### config.mk
export PLATFORM = sky130hd
export DESIGN_NAME = cyclic_serial_decoder
export DESIGN_NICKNAME = d
export VERILOG_FILES = /design/src/rtl/cyc_dec_pkg.sv /design/src/rtl/cyc_dec_ctrl.sv /design/src/rtl/cyc_dec_detect.sv /design/src/rtl/cyc_dec_dp.sv /design/src/rtl/cyclic_serial_decoder.sv
export SDC_FILE = /design/constraint.sdc
export NUM_CORES = 1
export LEC_CHECK = 0
export CORE_MARGIN = 4
export CORE_UTILIZATION = 40
export CTS_CLUSTER_DIAMETER = 40
export DETAILED_ROUTE_END_ITERATION = 7
export GPL_ROUTABILITY_DRIVEN = 0
export PLACE_DENSITY = 0.66
export SLEW_MARGIN = 10
export SYNTH_ARGS = -nofsm -noshare
export SYNTH_HDL_FRONTEND = slang
export SYNTH_SLANG_ARGS = --single-unit
### constraint.sdc
create_clock -name clk -period 1.4 [get_ports clk]
set_input_delay 0.35 -clock clk [delete_from_list [all_inputs] [get_ports clk]]
set_output_delay 0.35 -clock clk [all_outputs]
set_load 0.05 [all_outputs]
### src/rtl/cyc_dec_pkg.sv
package cyc_dec_pkg;

  // Phase of the decoder: collecting a word, or emitting it
  typedef enum logic {
    PH_FILL  = 1'b0,
    PH_DRAIN = 1'b1
  } phase_t;

  // Strobes from control to datapath
  typedef struct packed {
    logic shiftIn;    // accept one received bit
    logic drainStep;  // emit one bit, test-and-shift syndrome
    logic lastStep;   // final drain step of the word
  } dec_strobe_t;

endpackage

### src/rtl/cyc_dec_ctrl.sv
module cyc_dec_ctrl
  import cyc_dec_pkg::*;
#(
  parameter int N = 7
) (
  input  logic        clk,
  input  logic        rstN,
  input  logic        inValid,
  output dec_strobe_t strobe
);

  localparam int CW = $clog2(N);
  localparam logic [CW-1:0] LAST_IDX = CW'(N - 1);

  phase_t        phase;
  logic [CW-1:0] cnt;
  logic          atLast;

  assign atLast = (cnt == LAST_IDX);

  always_ff @(posedge clk or negedge rstN) begin
    if (!rstN) begin
      phase <= PH_FILL;
      cnt   <= '0;
    end else begin
      unique case (phase)
        PH_FILL: begin
          if (inValid) begin
            if (atLast) begin
              phase <= PH_DRAIN;
              cnt   <= '0;
            end else begin
              cnt <= cnt + 1'b1;
            end
          end
        end
        PH_DRAIN: begin
          if (atLast) begin
            phase <= PH_FILL;
            cnt   <= '0;
          end else begin
            cnt <= cnt + 1'b1;
          end
        end
        default: begin
          phase <= PH_FILL;
          cnt   <= '0;
        end
      endcase
    end
  end

  always_comb begin
    strobe.shiftIn   = (phase == PH_FILL) && inValid;
    strobe.drainStep = (phase == PH_DRAIN);
    strobe.lastStep  = (phase == PH_DRAIN) && atLast;
  end

  // the bit counter never leaves the word length
  p_count_range_r2: assert property (@(posedge clk) disable iff (!rstN)
    cnt <= LAST_IDX);

  // draining is entered only right after an accepted bit
  p_drain_after_bit_r3: assert property (@(posedge clk) disable iff (!rstN)
    $rose(phase == PH_DRAIN) |-> $past(inValid));

endmodule

### src/rtl/cyc_dec_detect.sv
module cyc_dec_detect #(
  parameter int           P   = 3,
  parameter logic [P-1:0] HIT = 3'b101
) (
  input  logic [P-1:0] syn,
  input  logic         enable,
  output logic         hit
);

  // Single-position matcher: error in the bit now leaving the buffer
  assign hit = enable && (syn == HIT);

endmodule

### src/rtl/cyc_dec_dp.sv
module cyc_dec_dp
  import cyc_dec_pkg::*;
#(
  parameter int         N   = 7,
  parameter int         P   = 3,
  parameter logic [P:0] GEN = 4'b1011
) (
  input  logic        clk,
  input  logic        rstN,
  input  logic        inBit,
  input  dec_strobe_t strobe,
  output logic        outValid,
  output logic        outBit,
  output logic        blockEnd,
  output logic        uncorrectable
);

  localparam logic [P-1:0] TAP = GEN[P-1:0];

  // X^e mod g(X), bit i = coefficient of X^i
  function automatic logic [P-1:0] powMod(input int e);
    logic [P-1:0] r;
    logic         fb;
    r = P'(1);
    for (int i = 0; i < e; i++) begin
      fb = r[P-1];
      r  = {r[P-2:0], 1'b0};
      if (fb) r = r ^ TAP;
    end
    return r;
  endfunction

  localparam logic [P-1:0] HIT = powMod(N - 1);

  logic [P-1:0] syn;
  logic [P-1:0] synNext;
  logic [N-1:0] bufReg;
  logic         det;
  logic         feed;

  cyc_dec_detect #(
    .P   (P),
    .HIT (HIT)
  ) u_detect (
    .syn    (syn),
    .enable (strobe.drainStep),
    .hit    (det)
  );

  // One divider serves both phases: the received bit while filling,
  // the detector output while draining
  assign feed    = strobe.shiftIn ? inBit : det;
  assign synNext = {syn[P-2:0], feed} ^ (syn[P-1] ? TAP : '0);

  always_ff @(posedge clk or negedge rstN) begin
    if (!rstN) begin
      syn           <= '0;
      bufReg        <= '0;
      outValid      <= 1'b0;
      outBit        <= 1'b0;
      blockEnd      <= 1'b0;
      uncorrectable <= 1'b0;
    end else begin
      outValid      <= strobe.drainStep;
      outBit        <= strobe.drainStep ? (bufReg[N-1] ^ det) : 1'b0;
      blockEnd      <= strobe.lastStep;
      uncorrectable <= strobe.lastStep && (|synNext);
      if (strobe.shiftIn) begin
        syn    <= synNext;
        bufReg <= {bufReg[N-2:0], inBit};
      end else if (strobe.drainStep) begin
        syn    <= strobe.lastStep ? '0 : synNext;
        bufReg <= {bufReg[N-2:0], 1'b0};
      end
    end
  end

  // a correction cancels the whole syndrome
  p_fix_clears_r7: assert property (@(posedge clk) disable iff (!rstN)
    det |=> (syn == '0));

  // output bits of one word come without gaps
  p_valid_burst_r3: assert property (@(posedge clk) disable iff (!rstN)
    (outValid && !blockEnd) |=> outValid);

  // end marker rides on a valid bit
  p_end_valid_r8: assert property (@(posedge clk) disable iff (!rstN)
    blockEnd |-> outValid);

  // residual flag only with the end marker
  p_flag_end_r8: assert property (@(posedge clk) disable iff (!rstN)
    uncorrectable |-> blockEnd);

endmodule

### src/rtl/cyclic_serial_decoder.sv
module cyclic_serial_decoder
  import cyc_dec_pkg::*;
#(
  parameter int         N   = 7,
  parameter int         P   = 3,
  parameter logic [P:0] GEN = 4'b1011
) (
  input  logic clk,
  input  logic rstN,
  input  logic inValid,
  input  logic inBit,
  output logic outValid,
  output logic outBit,
  output logic blockEnd,
  output logic uncorrectable
);

  dec_strobe_t strobe;

  cyc_dec_ctrl #(
    .N (N)
  ) u_ctrl (
    .clk     (clk),
    .rstN    (rstN),
    .inValid (inValid),
    .strobe  (strobe)
  );

  cyc_dec_dp #(
    .N   (N),
    .P   (P),
    .GEN (GEN)
  ) u_dp (
    .clk           (clk),
    .rstN          (rstN),
    .inBit         (inBit),
    .strobe        (strobe),
    .outValid      (outValid),
    .outBit        (outBit),
    .blockEnd      (blockEnd),
    .uncorrectable (uncorrectable)
  );

endmodule

==> reports/metrics.csv <==
stage,metric,value,unit
pwr,power_frac_seq,0.517,
pwr,leakage,0.000411,µW
setup_path,arrival,1.40,ns
synthesis,yosys_register_bits,18,
setup_path,ff2ff_setup_slack,0.24,ns
final_layout,area_growth,24.4,%
hold_path,hp-class,input pin to async pin,
sta,max_freq,0.812,GHz
clocking,clock-sinks,18,
clocking,h-tree-depth,1,
final_layout,regArea,450,µm²
clocking,cts_made_buffers,3,
routing,dr_total_vias,479,
synthesis,syn_area_per_cell,12.2,µm²
setup_path,cp.buffers_inverters,1,
setup_path,cpLargestDelayFamily,buffers and inverters,
clocking,cts_root_buf,clkbuf_4,
sta,hold_viol,0,
synthesis,yosysSeqAreaShare,0.606,
final_layout,layout-drive-gt1-share,0.260,
floorplan,start_util,0.426,
setup_path,r2r-end,u_dp.bufReg[5],
clocking,clk_latency,0.27,ns
place,io_buffers,7,
clocking,cts_tree,yes,
setup_path,cp.required,1.56,ns
final_layout,post-route-util,0.530,
clocking,cts_max_path_buffers,2,
global_routing,grt_max_degree,19,
synthesis,syn_nets,65,
setup_path,critPathMaxFanout,7,
setup_path,path_cells,clkdlybuf4s50_1 > nor2_4 > mux2_2,
routing,first_iter_violations,7,
pwr,swShare,0.347,
final_layout,antenna_cells,0,
sta,clock-skew-final,0.00399,ns
routing,post_drt_wl_per_cell,10.9,µm
clocking,cts.clk_slew.worst_paths,0.09,ns
sta,setup_viol,0,
global_routing,grt_usage,0.107,
flow_run,drv_cap,0,
run_status,outcome,"complete, no violations",
final_layout,layout.nets,79,
floorplan,die_x,51.1,µm
floorplan,die_area,0.00261,mm²
synthesis,synth_edf_count,0,
pwr,combPwrFrac,0.357,
global_routing,grt_pass1_wl,2110,µm
floorplan,core,0.00175,mm²
setup_path,critPathCaptureType,register,
synthesis,synth.most_common_cell,dfrtp_1,
routing,wirelength,1070,µm
pwr,vdd_drop_max,1060,µV
floorplan,die_h,51.1,µm
pwr,pwr-share-clk,0.126,
sta,slew_headroom,0.819,
sta,rsz0062_at_grt,false,
global_routing,antenna_found_initial,0,
clocking,ctsHoldBuffers,0,
routing,drtAntennaViolNets,0,
final_layout,fillerInstances,157,
setup_path,start_kind,input pin,
routing,dr.pass1.iters,4,
sta,tns,0,ns
synthesis,synthCells,61,
sta,worst_pin_slew,0.270,ns
routing,drc,0,
clocking,cts_setup_buffers,0,
sta,period_needed,1.23,ns
synthesis,ys_types,20,
synthesis,yosysTopAreaCellShare,0.606,
global_routing,grt_overflow_total,0,
clocking,ctsResizeCount,0,
pwr,intPower,1190,µW
setup_path,critical_path_class,input pin to register,
pwr,power.density,1960,mW/mm²
synthesis,synth_commonest_cells,"dfrtp_1 (18), o21ai_0 (12), mux2_2 (6), nand2_1 (6)",
synthesis,synth_area_leader_cell,dfrtp_1,
synthesis,synthFlopType,dfrtp_1,
pwr,p_switching,629,µW
synthesis,synthArstFlopShare,1.00,
floorplan,row_count,15,
sta,slew_viol_final,0,
global_routing,grt_pass1_vias,472,
setup_path,slowest_stage,clkdlybuf4s50_1,
synthesis,yosys_warnings,0,
setup_path,reg2reg_from,u_ctrl.phase,
setup_path,cp_slowest_stage_delay,0.47,ns
floorplan,io_pins,8,
synthesis,synthTopCellsByArea,"dfrtp_1 (61%), mux2_2 (9.1%), o21ai_0 (8.1%)",
setup_path,reg2regPathDepth,2,
sta,finalCritPeriodShare,0.880,
final_layout,multi_input_area,277,µm²
routing,via_per_inst,4.89,
synthesis,syn_area,743,µm²
==> flip-flops by register name, indices dropped and copies added, names as in the netlist <==
register and cells:
u_ctrl.phase 1, u_dp.syn 3, u_dp.uncorrectable 1, u_ctrl.cnt 3, u_dp.blockEnd 1, u_dp.bufReg 7, u_dp.outValid 1, u_dp.outBit 1
==> power by group through the flow <==
stage	registers, µW	logic (µW)	clock network (µW)
2_1_floorplan	964	385	0
3_3_place_gp	940	645	0
3_5_place_dp	950	656	0
4_1_cts	939	657	248
5_1_grt	977	724	278
6_report	938	647	229
==> worst max-delay path by stage <==
stage                     slack, ns    start  cells after the start        endpoint
final                          0.17  inValid                      3  u_dp.bufReg[5]
after global routing           0.12  inValid                      5   u_ctrl.cnt[1]
after CTS                      0.16  inValid                      3  u_dp.bufReg[1]
after detailed placement      -0.14  inValid                      3  u_dp.bufReg[1]
after global placement        -0.12  inValid                      3  u_dp.bufReg[5]
after floorplan                0.21  inValid                      3  u_dp.bufReg[1]
==> cells by family (layout without fill, tap and decap cells) <==
kind of cell              count (synthesis)  in the layout  synth area share
AOI/OAI and AO/OA                        15             15             0.106
xor gates and xnor gates                  3              3            0.0354
muxes                                     8              8             0.118
and+or+nand+nor                          14             14             0.113
buffers and inverters                     3             15            0.0219
DFF                                      18             18             0.606
==> layout by cell type (no fill, tap or decap) <==
cell / count
dfrtp_1: 18
o21ai_0: 12
nand2_1: 6
mux2_2: 6
buf_12: 4
buf_4: 4
clkbuf_4: 3
clkdlybuf4s50_1: 3
xor2_1: 2
mux2i_1: 2
nor2_1: 2
nor3b_2: 1
or4b_1: 1
nand3b_1: 1
xnor2_1: 1
and2_1: 1
o21a_1: 1
nor2_4: 1
nand2b_1: 1
inv_1: 1
o22ai_1: 1
o21ai_1: 1
==> through the flow <==
step                      instance area (µm²)  instances  worst slack [ns]  total power (µW)  hold WS (ns)
final                                     925         98             0.168              1810         0.393
after global routing                      925         98             0.122              1980         0.388
after CTS                                 925         98             0.165              1840         0.392
after detailed placement                  902         95            -0.138              1610         0.491
after global placement                    902         95            -0.120              1590         0.483
after floorplan                           743         61             0.215              1350        0.0544
==> final cells by class <==
class	count	area share
clock buffers	3	0.0244
flip-flops and latches	18	0.487
repair buffers	11	0.152
inverters	1	0.00406
multi-input cells	40	0.299
well taps	25	0.0338
==> worst reg2reg max path, stage by stage (launching register included) <==
cell	delay [ns]
dfrtp_1	0.48
nor2_4	0.21
mux2_2	0.36
==> per-layer routing <==
metal | up-vias | global-route usage | routed length (µm)
li1 | 238 | - | -
met5 | - | 0 | 0
met2 | 15 | 0.150 | 491
met3 | 2 | 0.0204 | 64
met4 | 0 | 0.0673 | 20
met1 | 224 | 0.148 | 493
Note: power is estimated with default switching activity, not from simulation.
